$ cat src/rtl/xmd_pkg.sv
package xmd_pkg;
    typedef enum logic [1:0] {
        S_IDLE,
        S_WAIT,
        S_GRANT
    } xmd_state_e;

    localparam int ADDR_W   = 24;
    localparam int REGION_W = 8;
    localparam int OFFS_W   = ADDR_W - REGION_W;
endpackage

$ cat src/rtl/xmd_translate.sv
module xmd_translate
    import xmd_pkg::*;
#(
    parameter bit                ALIAS_EN      = 1'b1,
    parameter logic [REGION_W-1:0] ALIAS_REGION  = 8'h00,
    parameter logic [OFFS_W-1:0]   ALIAS_BASE    = 16'hE000,
    parameter logic [REGION_W-1:0] TARGET_REGION = 8'hFF,
    parameter logic [OFFS_W-1:0]   TARGET_BASE   = 16'h2000,
    parameter int                  WINDOW_BITS   = 13,
    parameter logic [OFFS_W-1:0]   ONCHIP_LIMIT  = 16'h4000
) (
    input  logic [ADDR_W-1:0] addr_in,
    input  logic              is_write,
    input  logic              remap_n,
    output logic [ADDR_W-1:0] addr_out,
    output logic              on_chip
);
    localparam int HI_W = OFFS_W - WINDOW_BITS;

    logic in_window;
    logic alias_hit;

    assign in_window = (addr_in[ADDR_W-1:OFFS_W] == ALIAS_REGION) &&
                       (addr_in[OFFS_W-1:WINDOW_BITS] == ALIAS_BASE[OFFS_W-1:WINDOW_BITS]);

    generate
        if (ALIAS_EN) begin : g_alias
            assign alias_hit = in_window && !remap_n && !is_write;
        end else begin : g_no_alias
            assign alias_hit = 1'b0;
        end
    endgenerate

    always_comb begin
        if (alias_hit) begin
            addr_out = {TARGET_REGION,
                        TARGET_BASE[OFFS_W-1:WINDOW_BITS],
                        addr_in[WINDOW_BITS-1:0]};
        end else begin
            addr_out = addr_in;
        end
    end

    assign on_chip = (addr_out[ADDR_W-1:OFFS_W] == TARGET_REGION) &&
                     (addr_out[OFFS_W-1:0] < ONCHIP_LIMIT);

    logic [HI_W-1:0] unused_hi;
    assign unused_hi = TARGET_BASE[OFFS_W-1:WINDOW_BITS];
endmodule

$ cat src/rtl/xmd_wait_sel.sv
module xmd_wait_sel
    import xmd_pkg::*;
#(
    parameter logic [REGION_W-1:0] HI_REGION = 8'h01
) (
    input  logic [REGION_W-1:0] region,
    input  logic                target_on_chip,
    input  logic                ws_lo,
    input  logic                ws_hi,
    output logic                need_wait
);
    logic ws_bit;

    assign ws_bit    = (region == HI_REGION) ? ws_hi : ws_lo;
    assign need_wait = ws_bit && !target_on_chip;
endmodule

$ cat src/rtl/xmd_region_dec.sv
module xmd_region_dec
    import xmd_pkg::*;
#(
    parameter bit ALIAS_EN = 1'b1
) (
    input  logic              clk,
    input  logic              rst_n,
    input  logic              req_valid,
    input  logic [ADDR_W-1:0] addr,
    input  logic [1:0]        acc_kind,
    input  logic              ws_lo,
    input  logic              ws_hi,
    input  logic              remap_n,
    output logic [ADDR_W-1:0] phys_addr,
    output logic              on_chip,
    output logic              stall,
    output logic              ack
);
    xmd_state_e        state_q;
    xmd_state_e        state_d;
    logic              is_write;
    logic [ADDR_W-1:0] xlat_addr;
    logic              xlat_on_chip;
    logic              need_wait;
    logic              busy;
    logic              accept;

    always_comb begin
        unique case (acc_kind)
            2'b00, 2'b10: is_write = 1'b0;
            2'b01, 2'b11: is_write = 1'b1;
            default:      is_write = 1'b0;
        endcase
    end

    xmd_translate #(
        .ALIAS_EN (ALIAS_EN)
    ) u_translate (
        .addr_in  (addr),
        .is_write (is_write),
        .remap_n  (remap_n),
        .addr_out (xlat_addr),
        .on_chip  (xlat_on_chip)
    );

    xmd_wait_sel u_wait_sel (
        .region         (addr[ADDR_W-1:OFFS_W]),
        .target_on_chip (xlat_on_chip),
        .ws_lo          (ws_lo),
        .ws_hi          (ws_hi),
        .need_wait      (need_wait)
    );

    assign busy   = (state_q != S_IDLE);
    assign accept = req_valid && !busy;

    always_comb begin
        state_d = state_q;
        unique case (state_q)
            S_IDLE:  if (req_valid) state_d = need_wait ? S_WAIT : S_GRANT;
            S_WAIT:  state_d = S_GRANT;
            S_GRANT: state_d = S_IDLE;
            default: state_d = S_IDLE;
        endcase
    end

    always_ff @(posedge clk or negedge rst_n) begin
        if (!rst_n) begin
            state_q <= S_IDLE;
        end else begin
            state_q <= state_d;
        end
    end

    always_ff @(posedge clk or negedge rst_n) begin
        if (!rst_n) begin
            phys_addr <= '0;
            on_chip   <= 1'b0;
        end else if (accept) begin
            phys_addr <= xlat_addr;
            on_chip   <= xlat_on_chip;
        end
    end

    always_comb begin
        stall = 1'b0;
        ack   = 1'b0;
        unique case (state_q)
            S_IDLE:  ;
            S_WAIT:  stall = 1'b1;
            S_GRANT: ack   = 1'b1;
            default: ;
        endcase
    end
endmodule

$ cat config.mk
export PLATFORM = sky130hd
export DESIGN_NAME = xmd_region_dec
export DESIGN_NICKNAME = d
export VERILOG_FILES = /design/src/rtl/xmd_pkg.sv /design/src/rtl/xmd_translate.sv /design/src/rtl/xmd_wait_sel.sv /design/src/rtl/xmd_region_dec.sv
export SDC_FILE = /design/constraint.sdc
export NUM_CORES = 1
export LEC_CHECK = 0
export BUFFER_PORTS_ARGS = -buffer_cell sky130_fd_sc_hd__clkbuf_2
export CELL_PAD_IN_SITES_DETAIL_PLACEMENT = 0
export CELL_PAD_IN_SITES_GLOBAL_PLACEMENT = 1
export CORE_ASPECT_RATIO = 1.4
export CORE_MARGIN = 4
export CORE_UTILIZATION = 36
export DETAILED_ROUTE_END_ITERATION = 16
export PLACE_DENSITY_LB_ADDON = 0.1
export SYNTH_ARGS = -nofsm -noshare
export SYNTH_HDL_FRONTEND = slang
export SYNTH_SLANG_ARGS = --single-unit
$ cat constraint.sdc
create_clock -name clk -period 3.4 [get_ports clk]
set_input_delay 0.68 -clock clk [delete_from_list [all_inputs] [get_ports clk]]
set_output_delay 0.68 -clock clk [all_outputs]
set_load 0.02 [all_outputs]
==> flow_summary.yaml <==
cts:
  cts_resized: 0
  cts-root-buf: "clkbuf_8"
  clockBufferDepth: 2
  htree_levels: 1
  clock_sinks: 27
  cts.clk_slew.worst_paths_ns: 0.09
  cts_hold_buffers: 0
  post_cts_buffers: 0
  tritoncts: "yes"
  clk_latency_ns: 0.26
  numCtsBuffers: 3
worst_setup_path:
  critPathCaptureType: "flip-flop"
  required_ns: 3.55
  worstPathArrival_ns: 1.90
  endpoint: "state_q[1]"
  critPathLaunch: "addr[20]"
  rr_endpoint: "phys_addr[18]"
  reg2regPathDepth: 4
  r2r_slack_ns: 1.86
  cp-start-kind: "primary input"
  criticalPathCategory: "primary input to flip-flop"
  reg2reg_from: "state_q[0]"
  cp_max_fo: 3
global_route:
  grt-busiest-layer: "met2"
  grtUsageMet2: 0.241
  grt_pass1_vias: 909
  grt_pass1_wl_um: 4130
  grtUsageMet3: 0.0313
  grt_overflow: 0
  grt_antenna_before_repair: 0
  grt.total_usage: 0.127
  use_met1: 0.135
  grt_max_degree: 28
final_layout:
  syn_to_final_growth_pct: 30.9
  diodes: 0
  drive_gt1_frac: 0.623
  fin_nets: 171
  instances_no_fill: 175
  finalInstanceArea_um2: 1470
power:
  total_power_w: 0.000838
  ir_drop_v: 0.000302
  leakage_nw: 0.729
  power_density_nw_per_um2: 568
outcome:
  status: "complete, no violations"
synthesis:
  ys.warnings.count: 0
  synth_cell_types: 20
  synth_area_per_cell_um2: 14.3
  synth_fp_nets: 111
  syn_inst: 79
  synth_seq_cells: 27
  yosysSeqAreaShare: 0.600
  synthesis.area_um2: 1130
placed_design:
  placed_cell_area_um2: 1430
  place_hpwl_um: 1870
  dp_cells: 171
  gp_congestion: 0.754
  portBuffers: 57
floorplanning:
  ios: 59
  die_w_um: 55.3
  core_um2: 2940
  fp-row-count: 23
  initial_core_util: 0.384
  die-area_um2: 4100
  die_h_um: 74.2
timing:
  finalClockSkew_ns: 0.00151
  slew_headroom: 0.562
  slew_viol_final: 0
  finalSetupViolCount: 0
  worstMarginPinSlew_ns: 0.657
  period_share: 0.516
  min_period_ns: 1.75
  hold_ws_ns: 0.427
  hold_viol: 0
  final.setup.tns_ns: 0
  rsz0062_at_grt: "no"
  fmax_ghz: 0.570
route:
  vias: 837
  drt_wl_total_um: 2390
  wl_per_cell_um: 13.6
  viasPerCell: 4.78
  drt-initial-drc-count: 14
  drc: 0
  dr.pass1.iters: 3
  drtAntennaViolNets: 0
worst_hold_path:
  min_path_type: "primary input to async pin"
run:
  cap_viol_max_count: 0
[sequential cells by signal (all words and copies together) (netlist names)]
signal	flops
phys_addr	24
on_chip	1
state_q	2
[routing by layer]
layer / up-vias / routed length, um
met5: - / 0
met4: 0 / 17
met3: 2 / 168
met2: 29 / 1330
met1: 399 / 875
li1: 407 / -
[synth_stat cells, drive strengths merged]
library cell | n | area [um2]
nand2b | 1 | 8.76
mux2i | 1 | 10.0
o22ai | 2 | 12.5
dfrtp | 27 | 676
nand3 | 1 | 5.00
inv | 4 | 15.0
and4b | 1 | 10.0
nor4 | 2 | 12.5
clkbuf | 1 | 13.8
nor2 | 5 | 18.8
nor3b | 2 | 26.3
buf | 2 | 22.5
nand4 | 2 | 12.5
and4 | 1 | 8.76
o22a | 8 | 80.1
mux2 | 14 | 158
o41a | 1 | 12.5
nor3 | 1 | 5.00
nor2b | 3 | 18.8
[cells by family (layout without fill, tap and decap cells)]
family / after synthesis / count (layout) / share of synthesized area
AOI/OAI and AO/OA: 11 / 11 / 0.0933
buffers and inverters: 7 / 66 / 0.0455
DFF: 27 / 27 / 0.600
muxes: 15 / 15 / 0.149
and+or+nand+nor: 19 / 19 / 0.112
[cell type report]
class | count | area [um2]
clock buffer | 4 | 45.0
sequential | 27 | 676
tap | 37 | 46.3
inverter | 4 | 15.0
multi-input combinational | 45 | 399
fill | 293 | 1460
timing repair buffer | 58 | 293
[worst max-delay path, stage by stage]
cell and delay (ns):
clkbuf_2 0.10, nor4_1 0.36, nand3_1 0.16, mux2i_1 0.16, o41a_2 0.43
[where the power goes]
group          total [W]  switching (W)  leakage [nW]  internal (W)
clock           0.000174      0.0000907        0.0228     0.0000836
sequential      0.000410      0.0000299         0.314      0.000380
combinational   0.000254       0.000146         0.392      0.000108
total           0.000838       0.000266         0.729      0.000572
[stage by stage]
stage	worst slack, ns	utilization
global route	1.50	0.502
CTS	1.63	0.502
floorplan	1.62	-
detailed placement	1.34	0.487
global placement	1.37	0.487
finish	1.65	0.502
[placed cells by master, fill, tap and decap left out]
cell      count
nor2_1        5
clkbuf_2     57
mux2_2       14
clkbuf_1      1
nor3_1        1
o41a_2        1
o22ai_1       2
o22a_2        8
clkbuf_8      3
buf_4         1
mux2i_1       1
nor3b_1       1
dfrtp_1      27
and4_1        1
nand3_1       1
nor2b_1       3
and4b_1       1
inv_1         4
nand4_1       2
nand2b_2      1
nor4_1        2
nor3b_4       1
[worst min path at each step]
stage	start	endpoint	cells past startpoint
6_report	rst_n	phys_addr[21]	1
3_3_place_gp	phys_addr[3]	phys_addr[3]	1
4_1_cts	rst_n	state_q[0]	1
2_1_floorplan	rst_n	on_chip	0
5_1_grt	rst_n	state_q[0]	1
3_5_place_dp	phys_addr[0]	phys_addr[0]	1
No activity file was read; power rests on OpenSTA's default activity.
